$ cat src/rtl/simt_mask_pkg.sv
package simt_mask_pkg;

  localparam int unsigned LANE_COUNT  = 32;
  localparam int unsigned FRAME_COUNT = 8;

  typedef enum logic [1:0] {
    CMD_NONE  = 2'b00,
    CMD_ENTER = 2'b01,
    CMD_FLIP  = 2'b10,
    CMD_LEAVE = 2'b11
  } mask_cmd_e;

endpackage

$ cat src/rtl/mask_frame_store.sv
// Frame memory: one saved mask and one saved predicate per nesting level.
// Written without reset so that it maps to distributed RAM.
module mask_frame_store #(
  parameter int unsigned LANES  = 32,
  parameter int unsigned DEPTH  = 8,
  localparam int unsigned AW    = $clog2(DEPTH),
  localparam int unsigned FW    = 2 * LANES
) (
  input  logic             clk,
  input  logic             wr_en,
  input  logic [AW-1:0]    wr_addr,
  input  logic [LANES-1:0] wr_mask,
  input  logic [LANES-1:0] wr_pred,
  input  logic [AW-1:0]    rd_addr,
  output logic [LANES-1:0] rd_mask,
  output logic [LANES-1:0] rd_pred
);

  logic [FW-1:0] frames [DEPTH];
  logic [FW-1:0] rd_word;

  always_ff @(posedge clk) begin
    if (wr_en) begin
      frames[wr_addr] <= {wr_mask, wr_pred};
    end
  end

  assign rd_word = frames[rd_addr];
  assign rd_mask = rd_word[FW-1:LANES];
  assign rd_pred = rd_word[LANES-1:0];

endmodule

$ cat src/rtl/mask_depth_ctrl.sv
// Nesting level counter: decides which commands may proceed and which
// raise overflow or underflow.
module mask_depth_ctrl
  import simt_mask_pkg::*;
#(
  parameter int unsigned DEPTH = 8,
  localparam int unsigned AW   = $clog2(DEPTH),
  localparam int unsigned LW   = $clog2(DEPTH + 1)
) (
  input  logic      clk,
  input  logic      rst,
  input  mask_cmd_e cmd,
  output logic      enter_ok,
  output logic      flip_ok,
  output logic      leave_ok,
  output logic      ovf_nxt,
  output logic      udf_nxt,
  output logic [AW-1:0] wr_ptr,
  output logic [AW-1:0] top_ptr
);

  localparam logic [LW-1:0] LVL_FULL = LW'(DEPTH);

  logic [LW-1:0] level;
  logic          is_full;
  logic          is_empty;

  assign is_full  = (level == LVL_FULL);
  assign is_empty = (level == '0);

  always_comb begin
    enter_ok = 1'b0;
    flip_ok  = 1'b0;
    leave_ok = 1'b0;
    ovf_nxt  = 1'b0;
    udf_nxt  = 1'b0;
    unique case (cmd)
      CMD_ENTER: begin
        enter_ok = !is_full;
        ovf_nxt  = is_full;
      end
      CMD_FLIP: begin
        flip_ok = !is_empty;
        udf_nxt = is_empty;
      end
      CMD_LEAVE: begin
        leave_ok = !is_empty;
        udf_nxt  = is_empty;
      end
      default: ;
    endcase
  end

  always_ff @(posedge clk) begin
    if (rst) begin
      level <= '0;
    end else if (enter_ok) begin
      level <= level + 1'b1;
    end else if (leave_ok) begin
      level <= level - 1'b1;
    end
  end

  assign wr_ptr  = level[AW-1:0];
  assign top_ptr = wr_ptr - 1'b1;

  // The level never leaves 0..DEPTH.
  assert_level_bound_R6: assert property (@(posedge clk) disable iff (rst)
    level <= LVL_FULL);

  // A refused enter leaves the level unchanged.
  assert_full_hold_R6: assert property (@(posedge clk) disable iff (rst)
    (cmd == CMD_ENTER && is_full) |=> (level == LVL_FULL));

  // A refused leave leaves the stack empty.
  assert_empty_hold_R7: assert property (@(posedge clk) disable iff (rst)
    (cmd == CMD_LEAVE && is_empty) |=> (level == '0));

  // A flip never moves the level.
  assert_flip_level_R3: assert property (@(posedge clk) disable iff (rst)
    (cmd == CMD_FLIP) |=> $stable(level));

endmodule

$ cat src/rtl/mask_next_calc.sv
// Per-lane next-mask selection for each accepted command.
module mask_next_calc #(
  parameter int unsigned LANES = 32
) (
  input  logic [LANES-1:0] cur_mask,
  input  logic [LANES-1:0] pred,
  input  logic [LANES-1:0] top_mask,
  input  logic [LANES-1:0] top_pred,
  input  logic             enter_ok,
  input  logic             flip_ok,
  input  logic             leave_ok,
  output logic [LANES-1:0] nxt_mask
);

  for (genvar g = 0; g < LANES; g++) begin : g_lane
    always_comb begin
      if (enter_ok) begin
        nxt_mask[g] = cur_mask[g] & pred[g];
      end else if (flip_ok) begin
        nxt_mask[g] = top_mask[g] & ~top_pred[g];
      end else if (leave_ok) begin
        nxt_mask[g] = top_mask[g];
      end else begin
        nxt_mask[g] = cur_mask[g];
      end
    end
  end

endmodule

$ cat src/rtl/simt_mask_stack.sv
module simt_mask_stack
  import simt_mask_pkg::*;
#(
  parameter int unsigned LANES = LANE_COUNT,
  parameter int unsigned DEPTH = FRAME_COUNT,
  localparam int unsigned AW   = $clog2(DEPTH)
) (
  input  logic             clk,
  input  logic             rst,
  input  logic [1:0]       cmd,
  input  logic [LANES-1:0] pred,
  output logic [LANES-1:0] active_mask,
  output logic             lanes_idle,
  output logic             overflow,
  output logic             underflow
);

  mask_cmd_e        cmd_e;
  logic             enter_ok;
  logic             flip_ok;
  logic             leave_ok;
  logic             ovf_nxt;
  logic             udf_nxt;
  logic [AW-1:0]    wr_ptr;
  logic [AW-1:0]    top_ptr;
  logic [LANES-1:0] top_mask;
  logic [LANES-1:0] top_pred;
  logic [LANES-1:0] nxt_mask;
  logic [LANES-1:0] mask_q;
  logic             idle_q;
  logic             ovf_q;
  logic             udf_q;

  assign cmd_e = mask_cmd_e'(cmd);

  mask_depth_ctrl #(.DEPTH(DEPTH)) u_depth (
    .clk      (clk),
    .rst      (rst),
    .cmd      (cmd_e),
    .enter_ok (enter_ok),
    .flip_ok  (flip_ok),
    .leave_ok (leave_ok),
    .ovf_nxt  (ovf_nxt),
    .udf_nxt  (udf_nxt),
    .wr_ptr   (wr_ptr),
    .top_ptr  (top_ptr)
  );

  mask_frame_store #(.LANES(LANES), .DEPTH(DEPTH)) u_frames (
    .clk     (clk),
    .wr_en   (enter_ok),
    .wr_addr (wr_ptr),
    .wr_mask (mask_q),
    .wr_pred (pred),
    .rd_addr (top_ptr),
    .rd_mask (top_mask),
    .rd_pred (top_pred)
  );

  mask_next_calc #(.LANES(LANES)) u_next (
    .cur_mask (mask_q),
    .pred     (pred),
    .top_mask (top_mask),
    .top_pred (top_pred),
    .enter_ok (enter_ok),
    .flip_ok  (flip_ok),
    .leave_ok (leave_ok),
    .nxt_mask (nxt_mask)
  );

  always_ff @(posedge clk) begin
    if (rst) begin
      mask_q <= '1;
      idle_q <= 1'b0;
      ovf_q  <= 1'b0;
      udf_q  <= 1'b0;
    end else begin
      mask_q <= nxt_mask;
      idle_q <= ~|nxt_mask;
      ovf_q  <= ovf_nxt;
      udf_q  <= udf_nxt;
    end
  end

  assign active_mask = mask_q;
  assign lanes_idle  = idle_q;
  assign overflow    = ovf_q;
  assign underflow   = udf_q;

  // Idle flag tracks the registered mask.
  assert_idle_flag_R5: assert property (@(posedge clk) disable iff (rst)
    lanes_idle == (active_mask == '0));

  // Entering a branch can only drop lanes.
  assert_enter_narrows_R2: assert property (@(posedge clk) disable iff (rst)
    (cmd_e == CMD_ENTER) |=> ((active_mask & ~$past(active_mask)) == '0));

  // No-op command holds the mask and raises no flag.
  assert_none_stable_R8: assert property (@(posedge clk) disable iff (rst)
    (cmd_e == CMD_NONE) |=> ($stable(active_mask) && !overflow && !underflow));

  // Overflow leaves the mask untouched.
  assert_no_overflow_change_R6: assert property (@(posedge clk) disable iff (rst)
    overflow |-> $stable(active_mask));

  // Underflow leaves the mask untouched.
  assert_no_underflow_change_R7: assert property (@(posedge clk) disable iff (rst)
    underflow |-> $stable(active_mask));

  // Both error pulses never coincide.
  assert_flags_exclusive_R7: assert property (@(posedge clk) disable iff (rst)
    !(overflow && underflow));

endmodule

$ cat config.mk
export PLATFORM = sky130hd
export DESIGN_NAME = simt_mask_stack
export DESIGN_NICKNAME = d
export VERILOG_FILES = /design/src/rtl/simt_mask_pkg.sv /design/src/rtl/mask_frame_store.sv /design/src/rtl/mask_depth_ctrl.sv /design/src/rtl/mask_next_calc.sv /design/src/rtl/simt_mask_stack.sv
export SDC_FILE = /design/constraint.sdc
export NUM_CORES = 1
export LEC_CHECK = 0
export BUFFER_PORTS_ARGS = -buffer_cell sky130_fd_sc_hd__clkbuf_2
export CORE_ASPECT_RATIO = 0.75
export CORE_UTILIZATION = 56
export CTS_BUF_LIST = sky130_fd_sc_hd__clkbuf_8 sky130_fd_sc_hd__clkbuf_16
export DETAILED_ROUTE_END_ITERATION = 7
export HOLD_SLACK_MARGIN = 0.15
export PLACE_DENSITY = 0.84
export SYNTH_ARGS = -nofsm -noshare
export SYNTH_HDL_FRONTEND = slang
export SYNTH_SLANG_ARGS = --single-unit
$ cat constraint.sdc
create_clock -name clk -period 10.8 [get_ports clk]
set_clock_uncertainty 0.15 [all_clocks]
set_input_delay 3.24 -clock clk [delete_from_list [all_inputs] [get_ports clk]]
set_output_delay 3.24 -clock clk [all_outputs]
set_load 0.03 [all_outputs]
# After elaboration in Yosys (flattened, before gate mapping)

Memory sizes are Yosys's and may differ from the RTL's.
Cells that the tools add are included.
Widths: inputs -> output; s select.

Output and inout bits: 35
Bits of input ports: 36
Memories kept: 1
Memory bits (writable): 512
Bits in registers: 39
Word-level logic and storage cells: 223

Mux-type cells: 103
Add/subtract/negate cells: 3
Reductions and logical operators: 9
Bitwise gates (word level): 98
Equal/unequal tests: 4

Memories:

| name            | depth | bits a word | read ports | clocked after memory_dff | wr ports | RTL line               | text |
|---|---|---|---|---|---|---|---|
| u_frames.frames | 8     | 64          | 1          | 0                        | 1        | mask_frame_store.sv:19 | `logic [FW-1:0] frames [DEPTH];` |

Operator list:

| operator            | count |
|---|---|
| $mux 1              | 101 |
| $and 1x1->1         | 64 |
| $not 1->1           | 34 |
| $reduce_or 32->1    | 1 |
| $mux 4              | 2 |
| $reduce_or 2->1     | 3 |
| $add 4x1->4 const B | 1 |
| $eq 2x2->1 const B  | 2 |
| $eq 4x4->1 const B  | 1 |
| $logic_not 4->1     | 1 |
| $sub 4x1->4 const B | 1 |
| $logic_not 1->1     | 3 |
| $sub 3x1->3 const B | 1 |
| $eq 2x1->1 const B  | 1 |
| $reduce_bool 2->1   | 1 |

# Longest topological paths before layout

Gate-level depths: netlist of the first run.

Depth in word-level cells: 8
Gate-level depth with buffers: 15
Gate-level depth less buffers: 11

# Hierarchy

From an unflattened synthesis of the first run, not the netlist that was laid out.

Cells, all modules: 1025
Area, all modules: 21638.3 um^2

Modules (own cells, without submodules):

| module           | sequential area each (um^2) | area an instance (um^2) | instances | cells each |
|---|---|---|---|---|
| mask_frame_store | 15374.7                     | 19266.0                 | 1         | 752 |
| simt_mask_stack  | 700.7                       | 1002.2                  | 1         | 83 |
| mask_next_calc   | 0.0                         | 987.2                   | 1         | 144 |
| mask_depth_ctrl  | 80.1                        | 382.9                   | 1         | 46 |

# Worst setup path before layout of the first run

No wires, ideal clock.

Path kind: input to register
From: input cmd[1]
To: memory u_frames.frames[0][0] (netlist bit), enable pin
Required time: 10006 ps
Stages: 5
Data arrival time: 10070 ps
Slack: -64 ps
Library setup time: 644 ps
Path buffers: 2
Path through: nand2b_1 -> o21bai_1 -> clkbuf_1 -> clkbuf_1 -> nor4_1

Longest elaborated chain between the ends: 4

RTL lines:

| element                      | RTL line               | text |
|---|---|---|
| start, declared              | simt_mask_stack.sv:10  | `input logic [1:0] cmd,` |
| $eq 2x1->1                   | mask_depth_ctrl.sv:37  | `unique case (cmd)` |
| $mux 1                       | mask_depth_ctrl.sv:37  |  |
| $mux 1                       | mask_frame_store.sv:23 | `if (wr_en) begin` |
| $mux 1 (not written as such) | mask_frame_store.sv:24 | `frames[wr_addr] <= {wr_mask, wr_pred};` |
| end, declared                | mask_frame_store.sv:19 |  |

No other way between the ends.

# Final worst setup path of the first run

From: input cmd[0]
To: memory u_frames.frames[7][8] (netlist bit), enable pin

The elaborated chain is that of the path after synthesis.

==> impl_metrics.yaml, run 1 <==
drt:
  drcViolationCount: 0
  totalWireLength_mm: 45.8
  wl_met2_mm: 22.4
  vias: 11300
  first_pass_iters: 6
  via_per_inst: 6.34
  ant_nets: 0
  wl_met1_mm: 18.3
  avgRoutedWirePerCell_um: 25.8
  dr.first_iter.drc_count: 1236
  wl_met3_mm: 4.13
  top_layer_used: "met4"
global_routing:
  grt_max_degree: 161
  grt_pass1_wl_mm: 68.6
  grt_usage_pct: 24.1
  grt_pass1_vias: 11300
  grt_overflow: 0
  antenna_found_initial: 2
worst_setup_path:
  crit_fanout: 51
  required_ns: 10.84
  start_kind: "input pin"
  cp-end-kind: "flip-flop"
  cpPeakStageDelay_ns: 0.70
  crit_type: "in2reg"
  cp_common_cell: "buf_4"
  critPathSlowestCell: "buf_4"
  crit_chain: "clkbuf_2 > buf_4 > nand2b_1 > o21bai_4 > buf_4 > inv_1 > nand2_1 > nor2_4 > buf_4"
  worstPathArrival_ns: 6.08
sta:
  fin_ws_ns: 4.75
  worstMarginPinSlew_ns: 1.15
  fin_crit_ns: 6.05
  slew_viol_final: 0
  fin_crit_sh_pct: 56.0
  worst_slew_margin_rel_pct: 23.6
  max_freq_mhz: 165
  setup_violations: 0
  rsz0062_at_grt: "no"
  whs_ns: 0.452
  finalHoldViolCount: 0
clocking:
  clock_path_buffers: 3
  cts_max_level: 2
  cts_tree: "done"
  root_buffer: "clkbuf_16"
  cts_resized: 0
  hold_buffers: 0
  cts_buffers: 48
  post_cts_buffers: 0
  clk_latency_ns: 0.57
  cts_sinks: 551
  path_clk_slew_ns: 0.07
power:
  p_leak_nw: 7.83
  power_density_nw_per_um2: 250
  power.total_mw: 5.95
  ir_worst_vdd_mv: 0.263
logic_synthesis:
  synth_top_area_share_pct: 72.3
  synth_seq_cells: 551
  ys_seq_area_share_pct: 76.0
  syn_area_per_cell_um2: 18.5
  async_reset_ff_share_pct: 0
  syn_nets: 1192
  synth.distinct_cells: 51
  syn_inst: 1152
  synthTopCellsByArea: "edfxtp_1 72%, mux2i_1 7.3%, mux4_2 5.2%"
  yosys.area.top_type: "edfxtp_1"
  synth_ff_type: "edfxtp_1"
  yosysWarnings: 0
  synth.cell_area_um2: 21300
  synth_edf_count: 512
cells_and_area:
  syn_to_final_growth_pct: 12.1
  layout_commonest_cell: "edfxtp_1"
  final_cell_mix: "512 x edfxtp_1, 154 x mux2i_1, 70 x clkbuf_2"
  postLayoutCellArea_um2: 23800
  register_area_um2: 16200
  layout.nets: 1274
  stdcell_count: 1778
  multi_input_area_um2: 4880
  nFillCells: 2492
  drive_gt1_share_pct: 19.2
placement:
  place_ws_ns: 4.22
  place_area_um2: 22300
  io_buffer_count: 70
  place_congestion: 0.799
  placed_cells: 1688
  place.detailed.hpwl_mm: 24.7
hold_path:
  min_path_type: "reg2reg"
floorplanning:
  start_util_pct: 57.1
  ios: 71
  core_area_um2: 37200
  die_height_um: 171
  rows: 61
  chipWidth_um: 227
  die_area_um2: 38800
job:
  drv_cap: 0
run_status:
  status: "complete, no violations"
## worst max-delay path, delay by kind of cell
kind	cells	cell delay [ns]
AO/OA/AOI/OAI	1	0.20
buffers and inverters	5	1.69
AND/OR/NAND/NOR	3	0.81
## report_power, final
group	total, mW	internal (mW)	switching, mW
Combinational	1.56	0.600	0.956
Sequential	2.70	2.56	0.143
Clock	1.70	0.966	0.732
Total	5.95	4.12	1.83
## final cells by class
| class | count | share of cell area (%) |
|---|---|---|
| Clock buffer | 55 | 5.54 |
| Antenna cell | 2 | 0.0210 |
| Multi-Input combinational cell | 530 | 20.5 |
| Inverter | 5 | 0.0787 |
| Clock inverter | 33 | 1.06 |
| Timing Repair Buffer | 98 | 2.40 |
| Sequential cell | 551 | 67.8 |
| Tap cell | 504 | 2.65 |
## kinds of logic after synthesis
family	count (synthesis)	synth area share (%)
simple gates	133	3.18
fa+ha+maj	4	0.271
mux	208	12.7
compound gates	180	5.97
xor+xnor	5	0.294
flops	551	76.0
buf+inv	71	1.57
## final timing paths
check	startpoint	cells past startpoint	end	slack [ns]
worst max-delay path	cmd[0]	9	u_frames.frames[7][8]	4.75
worst min-delay path	active_mask[10]	0	u_frames.frames[3][42]	0.45
worst max register to register	u_depth.level[1]	10	lanes_idle	6.22
worst min register to register	active_mask[10]	0	u_frames.frames[3][42]	0.45
## cells in the mapped netlist, types with 3 or more instances
cell      instances
a211oi_1          3
a21oi_1          24
a221o_1           3
a221oi_1         32
a22oi_1          31
a31oi_1          15
and3_1            6
buf_1             4
buf_2            36
buf_4             6
clkbuf_1         20
dfxtp_1          39
edfxtp_1        512
ha_1              3
inv_1             5
mux2_2            5
mux2i_1         154
mux4_2           49
nand2_1          35
nand2b_1         28
nand3_1           6
nand4_1           6
nor2_1           27
nor2b_1           3
nor3_1            5
nor4_1            4
nor4b_1           3
o211a_1           8
o211ai_1         11
o21a_1            4
o21ai_0          33
or2_2             6
xnor2_1           3
## sequential cells by signal, summed over array words and instances, names as in the netlist
name	count
underflow	1
u_frames.frames	512
u_depth.level	4
lanes_idle	1
overflow	1
active_mask	32
## per-stage QoR
step | setup TNS, ns | util, %
5_1_grt | 0 | 64.0
4_1_cts | 0 | 64.0
2_1_floorplan | -10.28 | -
3_3_place_gp | 0 | 59.8
3_5_place_dp | 0 | 59.8
6_report | 0 | 64.0
## routing by layer
| layer | GRT usage, % | up-vias |
|---|---|---|
| li1 | - | 4844 |
| met1 | 33.3 | 5733 |
| met2 | 38.9 | 609 |
| met3 | 5.10 | 88 |
| met4 | 7.62 | 0 |
| met5 | 0 | - |
Power figures use the tool's default switching activity.
==> run 2: changes to the inputs <==
==> constraint.sdc (replaced) <==
create_clock -name clk -period 5.15 [get_ports clk]
set_clock_uncertainty 0.15 [all_clocks]
set_input_delay 1.545 -clock clk [delete_from_list [all_inputs] [get_ports clk]]
set_output_delay 1.545 -clock clk [all_outputs]
set_load 0.03 [all_outputs]
==> run 2 against run 1 <==
- highest routed layer is now met5
- critical path depth up 2
- core utilization rose by 0.61 points
- worst setup slack lost 3.8 ns
- die area did not move
- total power rose by 110%
- cell count up 0.62%
- sequential share of layout area fell by 0.64 points
- sequential power up 110%
- first-iteration DRC count rose by 24%
- non-clock buffer count grew 8
- clock power increased by 120%
- critical path type is now reg2reg
- global-route usage is 0.70 points higher
==> impl_metrics.yaml, run 2 (synthesis gave the netlist of run 1 again) <==
run_status:
  status: "complete, no violations"
cells_and_area:
  drive_gt1_share_pct: 20.5
  layout_commonest_cell: "edfxtp_1"
  final_cell_mix: "512 x edfxtp_1, 154 x mux2i_1, 70 x clkbuf_2"
  largest_register_ffs: 512
  nFillCells: 2433
  max_flop_register: "u_frames.frames"
  fin_util_pct: 64.6
  syn_to_final_growth_pct: 13.2
  register_area_um2: 16200
  layout.nets: 1283
  multi_input_area_um2: 4930
hold_path:
  min_path_type: "reg2reg"
clocking:
  cts_buffers: 49
  cts_max_level: 2
  post_cts_buffers: 0
  clock_path_buffers: 3
  root_buffer: "clkbuf_16"
  cts_tree: "done"
  cts_sinks: 551
  path_clk_slew_ns: 0.07
  clk_latency_ns: 0.58
  hold_buffers: 0
  cts_resized: 0
worst_setup_path:
  crit_chain: "inv_1 > ha_4 > xor2_4 > buf_4 > mux4_2 > nor2_1 > a221oi_1 > a31oi_1 > nand2_1 > nor4_1 > and3_1"
  crit_type: "reg2reg"
  crit_family: "simple AND/OR/NAND/NOR gates"
  cpPeakStageDelay_ns: 0.71
  required_ns: 5.52
  cp.buffers_inverters: 2
  cp-end-kind: "flip-flop"
  crit_fanout: 15
  worstPathArrival_ns: 4.55
  start_kind: "flip-flop"
  critPathSlowestCell: "xor2_4"
power:
  p_sw_share_pct: 31.3
  p_sw_mw: 3.97
  p_clk_share_pct: 29.0
  ir_worst_vdd_mv: 0.376
  p_int_mw: 8.72
  power_density_nw_per_um2: 527
  p_leak_nw: 7.89
  power.total_mw: 12.7
  pwr-share-comb_pct: 26.3
  seqPwrFrac_pct: 44.7
sta:
  finalHoldViolCount: 0
  rsz0062_at_grt: "no"
  fin_crit_ns: 4.18
  max_freq_mhz: 239
  worst_slew_margin_rel_pct: 34.3
  setup_violations: 0
  fin_crit_sh_pct: 81.2
  worstMarginPinSlew_ns: 0.985
  slew_viol_final: 0
floorplanning:
  core_area_um2: 37200
  rows: 61
  die_height_um: 171
  die_area_um2: 38800
  ios: 71
  chipWidth_um: 227
  start_util_pct: 57.1
placement:
  io_buffer_count: 70
  place.detailed.hpwl_mm: 26.9
  place_congestion: 0.796
job:
  drv_cap: 0
drt:
  ant_nets: 0
  via_per_inst: 6.41
  avgRoutedWirePerCell_um: 26.3
  totalWireLength_mm: 47.1
  dr.first_iter.drc_count: 1532
  first_pass_iters: 5
  drcViolationCount: 0
  vias: 11500
global_routing:
  grt_pass1_wl_mm: 70.8
  grt_max_degree: 63
  grt_usage_pct: 24.8
  grt_overflow: 0
  grt_pass1_vias: 11700
  antenna_found_initial: 3
-- run 2: final timing paths --
kind / slack, ns / start / cells past startpoint / to
setup reg to reg: 0.97 / u_depth.level[1] / 11 / lanes_idle
hold reg to reg: 0.46 / active_mask[24] / 0 / u_frames.frames[4][56]
setup / recovery: 0.97 / u_depth.level[1] / 11 / lanes_idle
hold / removal: 0.46 / active_mask[24] / 0 / u_frames.frames[4][56]
-- run 2: worst reg2reg max path, stage by stage, from the launching register on --
cell and delay (ns):
dfxtp_1 0.69, inv_1 0.22, ha_4 0.24, xor2_4 0.71
buf_4 0.41, mux4_2 0.55, nor2_1 0.10, a221oi_1 0.07
a31oi_1 0.30, nand2_1 0.23, nor4_1 0.29, and3_1 0.17
-- run 2: cell type report --
type / instances / share of cell area, %
diodes: 2 / 0.0208
clock buffers: 54 / 5.38
clock inverters: 37 / 1.38
inverters: 5 / 0.0780
multi-input cells: 530 / 20.5
flip-flops and latches: 551 / 67.1
well taps: 504 / 2.62
repair buffers: 106 / 2.89
-- run 2: metal layers --
metal  part of all wire, %  global-route usage, %  vias to the layer above
li1                      -                      -                     4869
met1                    41                   35.0                     5851
met2                    48                   39.5                      639
met3                   8.5                   4.48                      110
met4                   2.6                   8.29                        2
met5                 0.028                  0.774                        -
-- run 2: metrics by stage --
step                      setup slack (ns)  TNS (ns)  instance area [µm²]  hold slack [ns]  cells
after floorplan                      -1.36   -246.12                21300            0.331   1152
after global placement               0.875         0                22400            0.428   1696
after detailed placement             0.745         0                22400            0.437   1696
after CTS                            0.938         0                24100            0.454   1787
after global routing                 0.685         0                24100            0.473   1789
final                                0.970         0                24100            0.456   1789
-- run 2: power by group through the flow --
stage	Clock, mW	Sequential, mW	Combinational (mW)
final	3.68	5.67	3.34
after global routing	3.88	5.70	3.55
after CTS	3.71	5.67	3.34
after detailed placement	0	5.76	3.32
after global placement	0	5.72	3.23
after floorplan	0	5.81	2.18
==> run 3: changes to the inputs <==
--- a/config.mk
+++ b/config.mk
@@ -5,6 +5,7 @@
 export SDC_FILE = /design/constraint.sdc
 export NUM_CORES = 1
 export LEC_CHECK = 0
+export ABC_AREA = 1
 export BUFFER_PORTS_ARGS = -buffer_cell sky130_fd_sc_hd__clkbuf_2
 export CORE_ASPECT_RATIO = 0.75
 export CORE_UTILIZATION = 56
==> constraint.sdc (replaced) <==
create_clock -name clk -period 3.75 [get_ports clk]
set_clock_uncertainty 0.15 [all_clocks]
set_input_delay 1.125 -clock clk [delete_from_list [all_inputs] [get_ports clk]]
set_output_delay 1.125 -clock clk [all_outputs]
set_load 0.03 [all_outputs]
==> run 3 against run 2 <==
- synthesized cell count grew 90%
- combinational power shrank 7.5%
- clock power grew 44%
- clock-buffer cell count grew 7
- fmax grew 22%
- first-iteration DRC count grew 56%
- core utilization shrank 0.55 points
- critical path depth grew 4
- routed wire length grew 18%
- total power grew 24%
- cell area grew 6.4%
==> impl_metrics.yaml, run 3 <==
run_status:
  status: "complete, no violations"
power:
  p_leak_nw: 10.1
  ir_worst_vdd_mv: 0.423
  power_density_nw_per_um2: 616
clocking:
  cts_sinks: 551
  root_buffer: "clkbuf_16"
  cts_max_level: 2
  clock_path_buffers: 3
  cts_tree: "done"
  cts_resized: 0
  path_clk_slew_ns: 0.06
  cts_buffers: 50
  post_cts_buffers: 0
  clk_latency_ns: 0.58
  hold_buffers: 0
global_routing:
  grt_use_met3_pct: 4.81
  use_met2_pct: 43.7
  antenna_found_initial: 0
  grt_usage_pct: 27.0
  grt_max_degree: 137
  grt_pass1_wl_mm: 86.9
  grt_overflow: 0
  grt_pass1_vias: 15900
  grt-busiest-layer: "met2"
  met1_usage_pct: 37.2
sta:
  setup_tns_ns: 0
  setup_violations: 0
  rsz0062_at_grt: "no"
  worstMarginPinSlew_ns: 0.732
  fin_crit_sh_pct: 91.4
  fin_crit_ns: 3.43
  finalHoldViolCount: 0
  worst_slew_margin_rel_pct: 51.2
  slew_viol_final: 0
  whs_ns: 0.391
  max_freq_mhz: 292
worst_setup_path:
  crit_type: "reg2reg"
  critPathSlowestCell: "buf_12"
  crit_fanout: 131
  reg2reg_to: "lanes_idle"
  rrSetupSlack_ns: 0.32
  r2r_start: "u_depth.level[0]"
  reg2reg_depth: 15
  cp.buffers_inverters: 2
  cp_common_cell: "nand2_1"
  required_ns: 4.11
  start_kind: "flip-flop"
  crit_family: "simple AND/OR/NAND/NOR gates"
  crit_chain: "inv_6 > ha_4 > buf_12 > o21ai_0 > o21ai_0 > nand2_1 > nand2_1 > nand3_1 > nand2_1 > nand2_1 > nor2_1 > nand2_1 > nor2_1 > nand2_1 > nor2_1"
  cpPeakStageDelay_ns: 0.52
  worstPathArrival_ns: 3.79
  cp-end-kind: "flip-flop"
logic_synthesis:
  ys_seq_area_share_pct: 70.4
  syn_area_per_cell_um2: 10.5
  synth.cell_area_um2: 23000
  synth.distinct_cells: 25
  syn_inst: 2192
  synth_edf_count: 512
  yosys.area.top_type: "edfxtp_1"
  synthTopCellsByArea: "edfxtp_1 67%, nand2_1 15%, nand3_1 4.2%"
  ys_top_cells_by_count: "901 x nand2_1, 512 x edfxtp_1, 208 x nor2_1"
  synth_top_area_share_pct: 67.0
  synth_ff_type: "edfxtp_1"
  syn_nets: 2232
  async_reset_ff_share_pct: 0
  synth_most_common_cell: "nand2_1"
  synth_seq_cells: 551
  yosysWarnings: 0
drt:
  drcViolationCount: 0
  vias: 16300
  ant_nets: 0
  via_per_inst: 5.81
  avgRoutedWirePerCell_um: 19.9
  dr.first_iter.drc_count: 2386
  totalWireLength_mm: 55.6
  first_pass_iters: 8
placement:
  io_buffer_count: 70
  place.detailed.hpwl_mm: 30.3
  place_congestion: 0.840
floorplanning:
  ios: 71
  rows: 63
  chipWidth_um: 236
  die_height_um: 177
  start_util_pct: 57.5
  core_area_um2: 40000
  die_area_um2: 41800
cells_and_area:
  layout_commonest_cell: "nand2_1"
  syn_to_final_growth_pct: 11.5
  register_area_um2: 16200
  final_cell_mix: "901 x nand2_1, 512 x edfxtp_1, 200 x nor2_1"
  multi_input_area_um2: 5920
  fin_util_pct: 64.1
  antenna_cells: 0
  max_flop_register: "u_frames.frames"
  nFillCells: 2879
  layout.nets: 2276
  drive_gt1_share_pct: 8.74
  largest_register_ffs: 512
hold_path:
  hold_path_depth: 2
  min_path_type: "reg2reg"
  min_to: "overflow"
  hp-start: "u_depth.level[3]"
job:
  drv_cap: 0
run 3: cell types whose count changed in the layout (fill, tap and decap cells not counted), moves of 31 or more:
cell and change:
a221oi_1 -32, a22oi_1 -31, inv_1 +90, mux4_2 -49
mux2i_1 -154, nand3_1 +185, nor2_1 +178, a21oi_1 +48
nand2_1 +866
run 3: stage by stage:
| step | std cells | total power, mW | area (µm²) | setup WS (ns) |
|---|---|---|---|---|
| floorplan | 2192 | 9.51 | 23000 | -0.367 |
| global placement | 2704 | 10.4 | 23900 | 0.413 |
| detailed placement | 2704 | 10.5 | 23900 | 0.377 |
| CTS | 2798 | 15.8 | 25600 | 0.365 |
| global route | 2798 | 16.4 | 25600 | 0.211 |
| finish | 2798 | 15.8 | 25600 | 0.323 |
run 3: worst min-delay path: cells and delay by family (launching register included):
kind / cells / cell delay, ns
buffers and inverters: 1 / 0.11
AND/OR/NAND/NOR: 1 / 0.08
flip-flops: 1 / 0.31
run 3: how the worst max path moves through the flow:
stage                                 end        startpoint  depth (start not counted)  slack, ns
floorplan           u_frames.frames[2][0]            cmd[0]                          6      -0.37
global route                   lanes_idle  u_depth.level[0]                         15       0.21
CTS                            lanes_idle  u_depth.level[0]                         15       0.36
detailed placement       u_depth.level[3]            cmd[0]                         12       0.38
global placement         u_depth.level[3]            cmd[0]                         12       0.41
finish                         lanes_idle  u_depth.level[0]                         15       0.32
run 3: report_power, final:
part           leakage (nW)  switching (mW)  total [mW]  internal, mW
sequential             4.88           0.282        7.38          7.10
clock                 0.906            2.19        5.31          3.12
combinational          4.29            2.22        3.09         0.865
total                  10.1            4.69        15.8          11.1
run 3: metal layers:
metal  up-vias  share of wire, %
li1       7382                 -
met1      7714                39
met2      1006                47
met3       152                11
met4         0               2.9
met5         -                 0
run 3: cells by family after synthesis:
family                     Yosys count  synth area share, %
DFF                                551                 70.4
and+or+nand+nor                   1305                 22.4
AOI/OAI and AO/OA                  124                 2.72
adders and majority gates            4                0.251
xor gates and xnor gates             1               0.0382
buffers and inverters              207                 4.20
run 3: layout make-up:
class	instances	share of cell area [%]
Inverter	93	1.39
Timing Repair Buffer	106	3.06
Clock buffer	61	5.61
Multi-Input combinational cell	1434	23.1
Tap cell	520	2.54
Sequential cell	551	63.1
Clock inverter	33	1.15
